File: config.mk
export PLATFORM = sky130hd
export DESIGN_NAME = rstctl_dual
export DESIGN_NICKNAME = d
export VERILOG_FILES = /design/src/rtl/rstctl_pkg.sv /design/src/rtl/rstctl_map.sv /design/src/rtl/rstctl_stretch.sv /design/src/rtl/rstctl_cause.sv /design/src/rtl/rstctl_dual.sv
export SDC_FILE = /design/constraint.sdc
export NUM_CORES = 1
export LEC_CHECK = 0
export BUFFER_PORTS_ARGS = -buffer_cell sky130_fd_sc_hd__buf_2
export CORE_MARGIN = 1
export CORE_UTILIZATION = 53
export CTS_BUF_LIST = sky130_fd_sc_hd__clkbuf_8
export DETAILED_ROUTE_END_ITERATION = 12
export PLACE_DENSITY = 0.85
export SLEW_MARGIN = 20
export SYNTH_ARGS = -nofsm -noshare
export SYNTH_HDL_FRONTEND = slang
export SYNTH_SLANG_ARGS = --single-unit
export TNS_END_PERCENT = 20
File: constraint.sdc
create_clock -name clk -period 1.1 [get_ports clk]
set_input_delay 0 -clock clk [delete_from_list [all_inputs] [get_ports clk]]
set_output_delay 0 -clock clk [all_outputs]
set_load 0.01 [all_outputs]
File: src/rtl/rstctl_pkg.sv
package rstctl_pkg;

  localparam int NSRC = 14;
  localparam int NDOM = 9;
  localparam int NSTR = 8;

  // request bit positions
  localparam int S_POR     = 0;
  localparam int S_PIN     = 1;
  localparam int S_HIB     = 2;
  localparam int S_TRST    = 3;
  localparam int S_C0_WD   = 4;
  localparam int S_C0_NMI  = 5;
  localparam int S_C0_DBG  = 6;
  localparam int S_C0_SCF  = 7;
  localparam int S_C0_BIST = 8;
  localparam int S_C1_WD   = 9;
  localparam int S_C1_NMI  = 10;
  localparam int S_C1_DBG  = 11;
  localparam int S_C1_SCF  = 12;
  localparam int S_C1_BIST = 13;

  // domain positions inside an effect vector
  localparam int D_CORE0 = 0;
  localparam int D_PER0  = 1;
  localparam int D_CORE1 = 2;
  localparam int D_PER1  = 3;
  localparam int D_DBG   = 4;
  localparam int D_HIZ   = 5;
  localparam int D_ISO   = 6;
  localparam int D_PIN   = 7;
  localparam int D_HOLD  = 8;

  localparam int A_CAUSE0 = 0;
  localparam int A_CAUSE1 = 1;
  localparam int A_CTRL   = 2;

  typedef enum logic [1:0] {
    IO_NORMAL = 2'b00,
    IO_HIZ    = 2'b01,
    IO_ISO    = 2'b10
  } io_mode_e;

  localparam logic [NDOM-1:0] M_C0   = NDOM'(1) << D_CORE0;
  localparam logic [NDOM-1:0] M_P0   = NDOM'(1) << D_PER0;
  localparam logic [NDOM-1:0] M_C1   = NDOM'(1) << D_CORE1;
  localparam logic [NDOM-1:0] M_P1   = NDOM'(1) << D_PER1;
  localparam logic [NDOM-1:0] M_DBG  = NDOM'(1) << D_DBG;
  localparam logic [NDOM-1:0] M_HIZ  = NDOM'(1) << D_HIZ;
  localparam logic [NDOM-1:0] M_ISO  = NDOM'(1) << D_ISO;
  localparam logic [NDOM-1:0] M_PIN  = NDOM'(1) << D_PIN;
  localparam logic [NDOM-1:0] M_HOLD = NDOM'(1) << D_HOLD;
  localparam logic [NDOM-1:0] M_ALL  = M_C0 | M_P0 | M_C1 | M_P1;
  localparam logic [NDOM-1:0] M_SYS  = M_ALL | M_HIZ | M_HOLD;

  function automatic logic [NDOM-1:0] src_effect(input int s);
    logic [NDOM-1:0] e;
    case (s)
      S_POR:                          e = M_SYS | M_DBG | M_PIN;
      S_PIN:                          e = M_SYS;
      S_HIB:                          e = M_ALL | M_DBG | M_ISO | M_HOLD;
      S_TRST:                         e = M_DBG;
      S_C0_WD, S_C0_NMI:              e = M_SYS | M_PIN;
      S_C0_DBG, S_C0_SCF:             e = M_SYS;
      S_C0_BIST:                      e = M_C0;
      S_C1_WD, S_C1_NMI,
      S_C1_DBG, S_C1_SCF:             e = M_C1 | M_P1;
      S_C1_BIST:                      e = M_C1;
      default:                        e = '0;
    endcase
    return e;
  endfunction

endpackage

File: src/rtl/rstctl_map.sv
module rstctl_map
  import rstctl_pkg::*;
(
  input  logic [NSRC-1:0]      req_i,
  output logic [NDOM-1:0]      hit_o,
  output logic [1:0][NSRC-1:0] log_o
);

  logic [NDOM-1:0] eff;

  always_comb begin
    hit_o = '0;
    log_o = '0;
    eff   = '0;
    for (int s = 0; s < NSRC; s++) begin
      eff = src_effect(s);
      if (req_i[s]) hit_o = hit_o | eff;
      log_o[0][s] = req_i[s] & eff[D_CORE0];
      log_o[1][s] = req_i[s] & eff[D_CORE1];
    end
  end

endmodule

File: src/rtl/rstctl_stretch.sv
module rstctl_stretch #(
  parameter int STAGES  = 2,
  parameter bit RST_VAL = 1'b1
) (
  input  logic clk,
  input  logic rst,
  input  logic hit_i,
  output logic rst_o
);

  logic [STAGES-1:0] stg;

  always_ff @(posedge clk) begin
    if (rst)        stg <= {STAGES{RST_VAL}};
    else if (hit_i) stg <= '1;
    else            stg <= stg << 1;
  end

  // assertion follows the request directly, release waits for the stages
  assign rst_o = hit_i | stg[STAGES-1];

endmodule

File: src/rtl/rstctl_cause.sv
module rstctl_cause #(
  parameter int NBITS   = 14,
  parameter int POR_BIT = 0
) (
  input  logic             clk,
  input  logic             rst,
  input  logic             por_i,
  input  logic [NBITS-1:0] log_i,
  input  logic [NBITS-1:0] clr_i,
  output logic [NBITS-1:0] cause_o
);

  localparam logic [NBITS-1:0] POR_VAL = NBITS'(1) << POR_BIT;

  logic [NBITS-1:0] cause_q;

  always_ff @(posedge clk) begin
    if (rst || por_i) cause_q <= POR_VAL;
    else              cause_q <= (cause_q & ~clr_i) | log_i;
  end

  assign cause_o = cause_q;

endmodule

File: src/rtl/rstctl_dual.sv
module rstctl_dual
  import rstctl_pkg::*;
#(
  parameter int SYNC_STAGES = 2,
  parameter int ADDR_W      = 2
) (
  input  logic              clk,
  input  logic              rst,
  input  logic [NSRC-1:0]   req_i,
  input  logic [ADDR_W-1:0] reg_addr_i,
  input  logic              reg_we_i,
  input  logic [NSRC-1:0]   reg_wdata_i,
  output logic [NSRC-1:0]   reg_rdata_o,
  output logic              core0_rst_o,
  output logic              per0_rst_o,
  output logic              core1_rst_o,
  output logic              per1_rst_o,
  output logic              core1_hold_o,
  output logic              dbg_rst_o,
  output logic [1:0]        io_mode_o,
  output logic              pin_drv_o
);

  localparam logic [NDOM-1:0] POR_EFF = src_effect(S_POR);
  localparam int              NCORE   = 2;

  logic [NDOM-1:0]        hit;
  logic [1:0][NSRC-1:0]   log_v;
  logic [NSTR-1:0]        dom_rst;
  logic [NCORE-1:0][NSRC-1:0] cause;
  logic                   hold_q;
  logic                   rel_wr;
  logic [NSRC-1:0]        rd_q;
  io_mode_e               io_sel;

  rstctl_map u_map (
    .req_i (req_i),
    .hit_o (hit),
    .log_o (log_v)
  );

  for (genvar d = 0; d < NSTR; d++) begin : g_dom
    rstctl_stretch #(
      .STAGES  (SYNC_STAGES),
      .RST_VAL (POR_EFF[d])
    ) u_str (
      .clk   (clk),
      .rst   (rst),
      .hit_i (hit[d]),
      .rst_o (dom_rst[d])
    );
  end

  for (genvar c = 0; c < NCORE; c++) begin : g_cause
    logic [NSRC-1:0] clr;
    assign clr = (reg_we_i && reg_addr_i == ADDR_W'(c)) ? reg_wdata_i : '0;
    rstctl_cause #(
      .NBITS   (NSRC),
      .POR_BIT (S_POR)
    ) u_cause (
      .clk     (clk),
      .rst     (rst),
      .por_i   (req_i[S_POR]),
      .log_i   (log_v[c]),
      .clr_i   (clr),
      .cause_o (cause[c])
    );
  end

  // second-core hold latch, a new setting request beats a release
  assign rel_wr = reg_we_i && reg_addr_i == ADDR_W'(A_CTRL) && reg_wdata_i[0];

  always_ff @(posedge clk) begin
    if (rst)              hold_q <= 1'b1;
    else if (hit[D_HOLD]) hold_q <= 1'b1;
    else if (rel_wr)      hold_q <= 1'b0;
  end

  always_ff @(posedge clk) begin
    if (rst) rd_q <= '0;
    else begin
      case (reg_addr_i)
        ADDR_W'(A_CAUSE0): rd_q <= cause[0];
        ADDR_W'(A_CAUSE1): rd_q <= cause[1];
        ADDR_W'(A_CTRL):   rd_q <= {{(NSRC-1){1'b0}}, hold_q};
        default:           rd_q <= '0;
      endcase
    end
  end

  always_comb begin
    if (dom_rst[D_ISO])      io_sel = IO_ISO;
    else if (dom_rst[D_HIZ]) io_sel = IO_HIZ;
    else                     io_sel = IO_NORMAL;
  end

  assign core0_rst_o  = dom_rst[D_CORE0];
  assign per0_rst_o   = dom_rst[D_PER0];
  assign core1_rst_o  = dom_rst[D_CORE1] | hold_q;
  assign per1_rst_o   = dom_rst[D_PER1];
  assign core1_hold_o = hold_q;
  assign dbg_rst_o    = dom_rst[D_DBG];
  assign io_mode_o    = io_sel;
  assign pin_drv_o    = dom_rst[D_PIN];
  assign reg_rdata_o  = rd_q;

endmodule

Yosys cells after proc, flatten, opt, wreduce, memory -nomap -nowiden --
Cells that the tools add are included. Widths: inputs -> output; s select.
Word-level totals: output and inout bits 23, logic and storage cells 77, register bits 59, bits of input ports 33
Cells by class: bitwise gates (word level) 15, eq/ne operators 2, reduce and logical (&&, ||, !) cells 14, multiplexer cells 27
Operators with widths (count):
- $mux 9 | 7
- $pmux 14 s3 | 1
- $and 14x14->14 | 2
- $mux 14 | 2
- $not 14->14 | 2
- $mux 4 | 4
- $reduce_or 2->1 | 8
- $or 14x14->14 | 1
- $or 14x9->14 | 1
- $mux 1 | 9
- $or 1x1->1 | 9
- $mux 5 | 1
- $logic_and 1x1->1 | 4
- $mux 2 | 2
- $mux 3 | 1
- $eq 2x1->1 const B | 1
- $eq 2x2->1 const B | 1
- $logic_not 2->1 | 1
- $logic_or 1x1->1 | 1

Longest topological paths before layout --
depth in word-level cells 16, depth in mapped cells 5, mapped depth without buffers 3

Modules after synthesis --
Synthesis repeated with hierarchy kept, for this count alone.
Unflattened totals: cell total of the unflattened synthesis 285, area total of the unflattened synthesis 2711.4 um^2
Modules (own cells, without submodules):
- rstctl_cause | area an instance 570.5 um^2, seq. area each 280.3 um^2, cells each 58, instances 2
- rstctl_dual | area an instance 794.5 um^2, seq. area each 300.3 um^2, cells each 87, instances 1
- rstctl_stretch at g_dom[0].u_str ... | area an instance 58.8 um^2, seq. area each 40.0 um^2, cells each 5, instances 7
- rstctl_map | area an instance 301.5 um^2, seq. area each 0.0 um^2, cells each 42, instances 1
- rstctl_stretch at g_dom[6].u_str | area an instance 62.6 um^2, seq. area each 40.0 um^2, cells each 5, instances 1

Worst setup path before layout --
OpenSTA, ideal clock, no wires.
kind register -> output, from register hold_q (netlist: core1_hold_o), to output port core1_rst_o, path buffers 0, arrival time 1079 ps, data required time 1100 ps, slack 21 ps, cell stages (with the launch flop) 3, path through dfxtp_1 > or3_1 > or3_1
Between the ends: word-level cells in the longest chain between the ends 1
RTL lines:
- start: declaration | RTL line rstctl_dual.sv:31 | logic hold_q;
- start signal: assignment | RTL line rstctl_dual.sv:74 | if (rst) hold_q <= 1'b1;
- start signal: assignment | RTL line rstctl_dual.sv:75 | else if (hit[D_HOLD]) hold_q <= 1'b1;
- start signal: assignment | RTL line rstctl_dual.sv:76 | else if (rel_wr) hold_q <= 1'b0;
- $or 1x1->1 | RTL line rstctl_dual.sv:99 | assign core1_rst_o = dom_rst[D_CORE1] | hold_q;
- end: declaration | RTL line rstctl_dual.sv:16 | output logic core1_rst_o,
No other way between the ends.

Worst setup path after layout --
from register g_dom[2].u_str.stg[1], to output port core1_rst_o
Between the ends: word-level cells in the longest chain between the ends 2
RTL lines:
- start: declaration | RTL line rstctl_stretch.sv:11 | logic [STAGES-1:0] stg;
- start signal: assignment | RTL line rstctl_stretch.sv:14 | if (rst) stg <= {STAGES{RST_VAL}};
- start signal: assignment | RTL line rstctl_stretch.sv:16 | else stg <= stg << 1;
- $or 1x1->1 | RTL line rstctl_stretch.sv:20 | assign rst_o = hit_i | stg[STAGES-1];
- $or 1x1->1 | RTL line rstctl_dual.sv:99
No other way between the ends.

==> impl_metrics.tcl <==
set metrics [dict create \
    die_w_um 63.8 \
    yosysTopAreaCell "dfxtp_1" \
    place_congestion 0.729 \
    max-cap-violations 0 \
    grt_max_degree 15 \
    synthCells 207 \
    vias_per_cell 5.42 \
    n_fill_cell 217 \
    core_region_area_mm2 0.00366 \
    pin_count 56 \
    cts_sinks 59 \
    crit_required_ps 1100 \
    cts.clk_slew.worst_paths_ps 60 \
    endpoint_kind "output pin" \
    tns_ps -647 \
    reg2reg_from "core1_hold_o" \
    synthMostInstantiatedCell "dfxtp_1" \
    fp.dieArea_mm2 0.00407 \
    h-tree-depth 3 \
    start_util 0.553 \
    vdd.ir_drop.worst_mv 1.18 \
    cp-start-kind "register" \
    hpwlAfterDp_um 3030 \
    cp.arrival_ps 1430 \
    dr.pass1.iters 4 \
    syn_area_mm2 0.00203 \
    ys_ff_latch 59 \
    setup_violations 6 \
    synthTopCellsByArea "dfxtp_1, a31oi_1, mux2i_1" \
    ys_top_cells_by_count "dfxtp_1, nor2_1, a31oi_1, o21ai_0, inv_1" \
    cts_max_path_buffers 2 \
    drc 0 \
    slew_headroom 0.807 \
    grt_pass1_wl_um 8660 \
    drtAntennaViolNets 0 \
    antenna_cells 0 \
    syn_area_per_cell_um2 9.79 \
    layout-drive-gt1-share 0.324 \
    max_freq_mhz 701 \
    wl_per_cell_um 15.4 \
    nets 349 \
    synth-seq-area-share 0.583 \
    min_period_ps 1430 \
    critical_path.startpoint "g_dom[2].u_str.stg[1]" \
    grt_overflow_total 0 \
    max_slew.worst_pin.slew_ps 288 \
    p_leak_nw 1.35 \
    path_class "reg -> out" \
    final_util 0.823 \
    clkLatencyLatePin_ps 340 \
    rows 22 \
    critPathMaxFanout 1 \
    antenna_found_initial 0 \
    total_power_mw 4.36 \
    worst_slack_ps -327 \
    cts-buffers-inserted 9 \
    finalHoldWorstSlack_ps -121 \
    rsz0062_at_grt "true" \
    wirelength_um 5690 \
    synth_edf_count 0 \
    power_density_mw_per_mm2 1450 \
    io_buffers 55 \
    status "complete, but fails checks" \
    violations "negative hold slack, negative setup slack" \
    synth_cell_types 23 \
    clock-skew-final_ps 4.16 \
    drt-initial-drc-count 180 \
    grt_pass1_vias 1903 \
    grt_usage 0.290 \
    yosys_warnings 0 \
    root_buffer "clkbuf_8" \
    async_reset_ff_frac 0 \
    hold_viol 2 \
    dr_total_vias 1999 \
    synth-main-ff-cell "dfxtp_1" \
    area_growth_pct 48.7 \
    worstHoldStart "req_i[3]" \
    finalCritPeriodShare 1.30 \
    die_h_um 63.8 \
    syn_nets 240 \
    maxSlewViolCount 0 \
    synth_top_area_frac 0.583 \
    hold_path.class "in -> reg" \
    cts_tree "built" \
]
[worst max-delay path: stages (launching register included)]
cell and delay (ps):
dfxtp_1 300, or3_1 350, or3_1 300, buf_2 140
[registers in the layout, summed over array words and instances (netlist names)]
register,cells
core1_hold_o,1
g_cause.u_cause.cause_o,28
g_dom.u_str.stg,16
reg_rdata_o,14
[path summary, 6_finish.rpt]
kind                           endpoint  slack [ps]  cells past startpoint
setup / recovery            core1_rst_o        -330                      3
hold / removal    g_dom[4].u_str.stg[0]        -120                      2
setup reg to reg         reg_rdata_o[0]         160                      4
hold reg to reg   g_dom[7].u_str.stg[1]         410                      1
[final cells by class]
type / instances / area (µm²) / area share
clock buffer: 11 / 151 / 0.0502
timing repair buffer: 107 / 778 / 0.258
clock inverter: 5 / 21.3 / 0.00706
multi-input combinational: 125 / 767 / 0.255
inverter: 14 / 52.6 / 0.0174
tap: 48 / 60.1 / 0.0199
sequential: 59 / 1180 / 0.392
[layout by cell type (no fill, tap or decap)]
cell,n
a21o_1,1
nor2_1,20
buf_2,54
dlygate4sd3_1,34
o21ai_0,18
nand2b_1,3
clkinv_2,2
inv_1,17
nand4_1,3
or2_2,8
or3_1,6
mux2_2,1
nand3_2,2
nor3_2,1
dfxtp_2,1
or2_4,2
a21oi_1,9
nor2_2,2
nand2_1,9
or4_1,2
dlymetal6s4s_1,1
nor3_4,1
mux2i_1,13
dfxtp_1,58
buf_12,1
clkbuf_8,11
nand3b_1,2
buf_6,2
buf_4,15
or4_4,1
a31oi_1,21
[where the power goes]
| group | switching (mW) | total (mW) | internal [mW] |
|---|---|---|---|
| sequential | 0.0235 | 2.21 | 2.19 |
| combinational | 0.210 | 0.435 | 0.224 |
| clock | 0.809 | 1.72 | 0.907 |
| total | 1.04 | 4.36 | 3.32 |
[cells by family (layout without fill, tap and decap cells)]
family | Yosys count | after routing | share of synthesized area
and+or+nand+nor | 62 | 62 | 0.164
DFF | 59 | 59 | 0.583
AOI/OAI and AO/OA | 49 | 49 | 0.135
buffers and inverters | 23 | 137 | 0.0476
muxes | 14 | 14 | 0.0698
[per-layer routing]
metal	track usage	part of all wire	routed length, µm
met2	0.467	0.50	2860
met4	0.168	0.017	99
met3	0.105	0.072	411
met5	0	0	0
met1	0.328	0.41	2320
[metrics by stage]
stage	instance area [µm²]	setup WS, ps	cells
finish	3010	-327	369
global placement	2450	-15.5	317
global route	3010	-383	369
detailed placement	2450	-12.0	317
CTS	2960	-343	366
floorplan	2030	21.2	207
[what timing repair did]
item / 4_1_cts / 5_1_grt
setup endpoints to repair: 5 / 22
setup buffers: 0 / 1
resized for setup: 2 / 8
endpoints found under the hold margin: 38 / 5
pin swaps: 2 / 2
hold buffers: 33 / 3
Power figures use the tool's default switching activity.
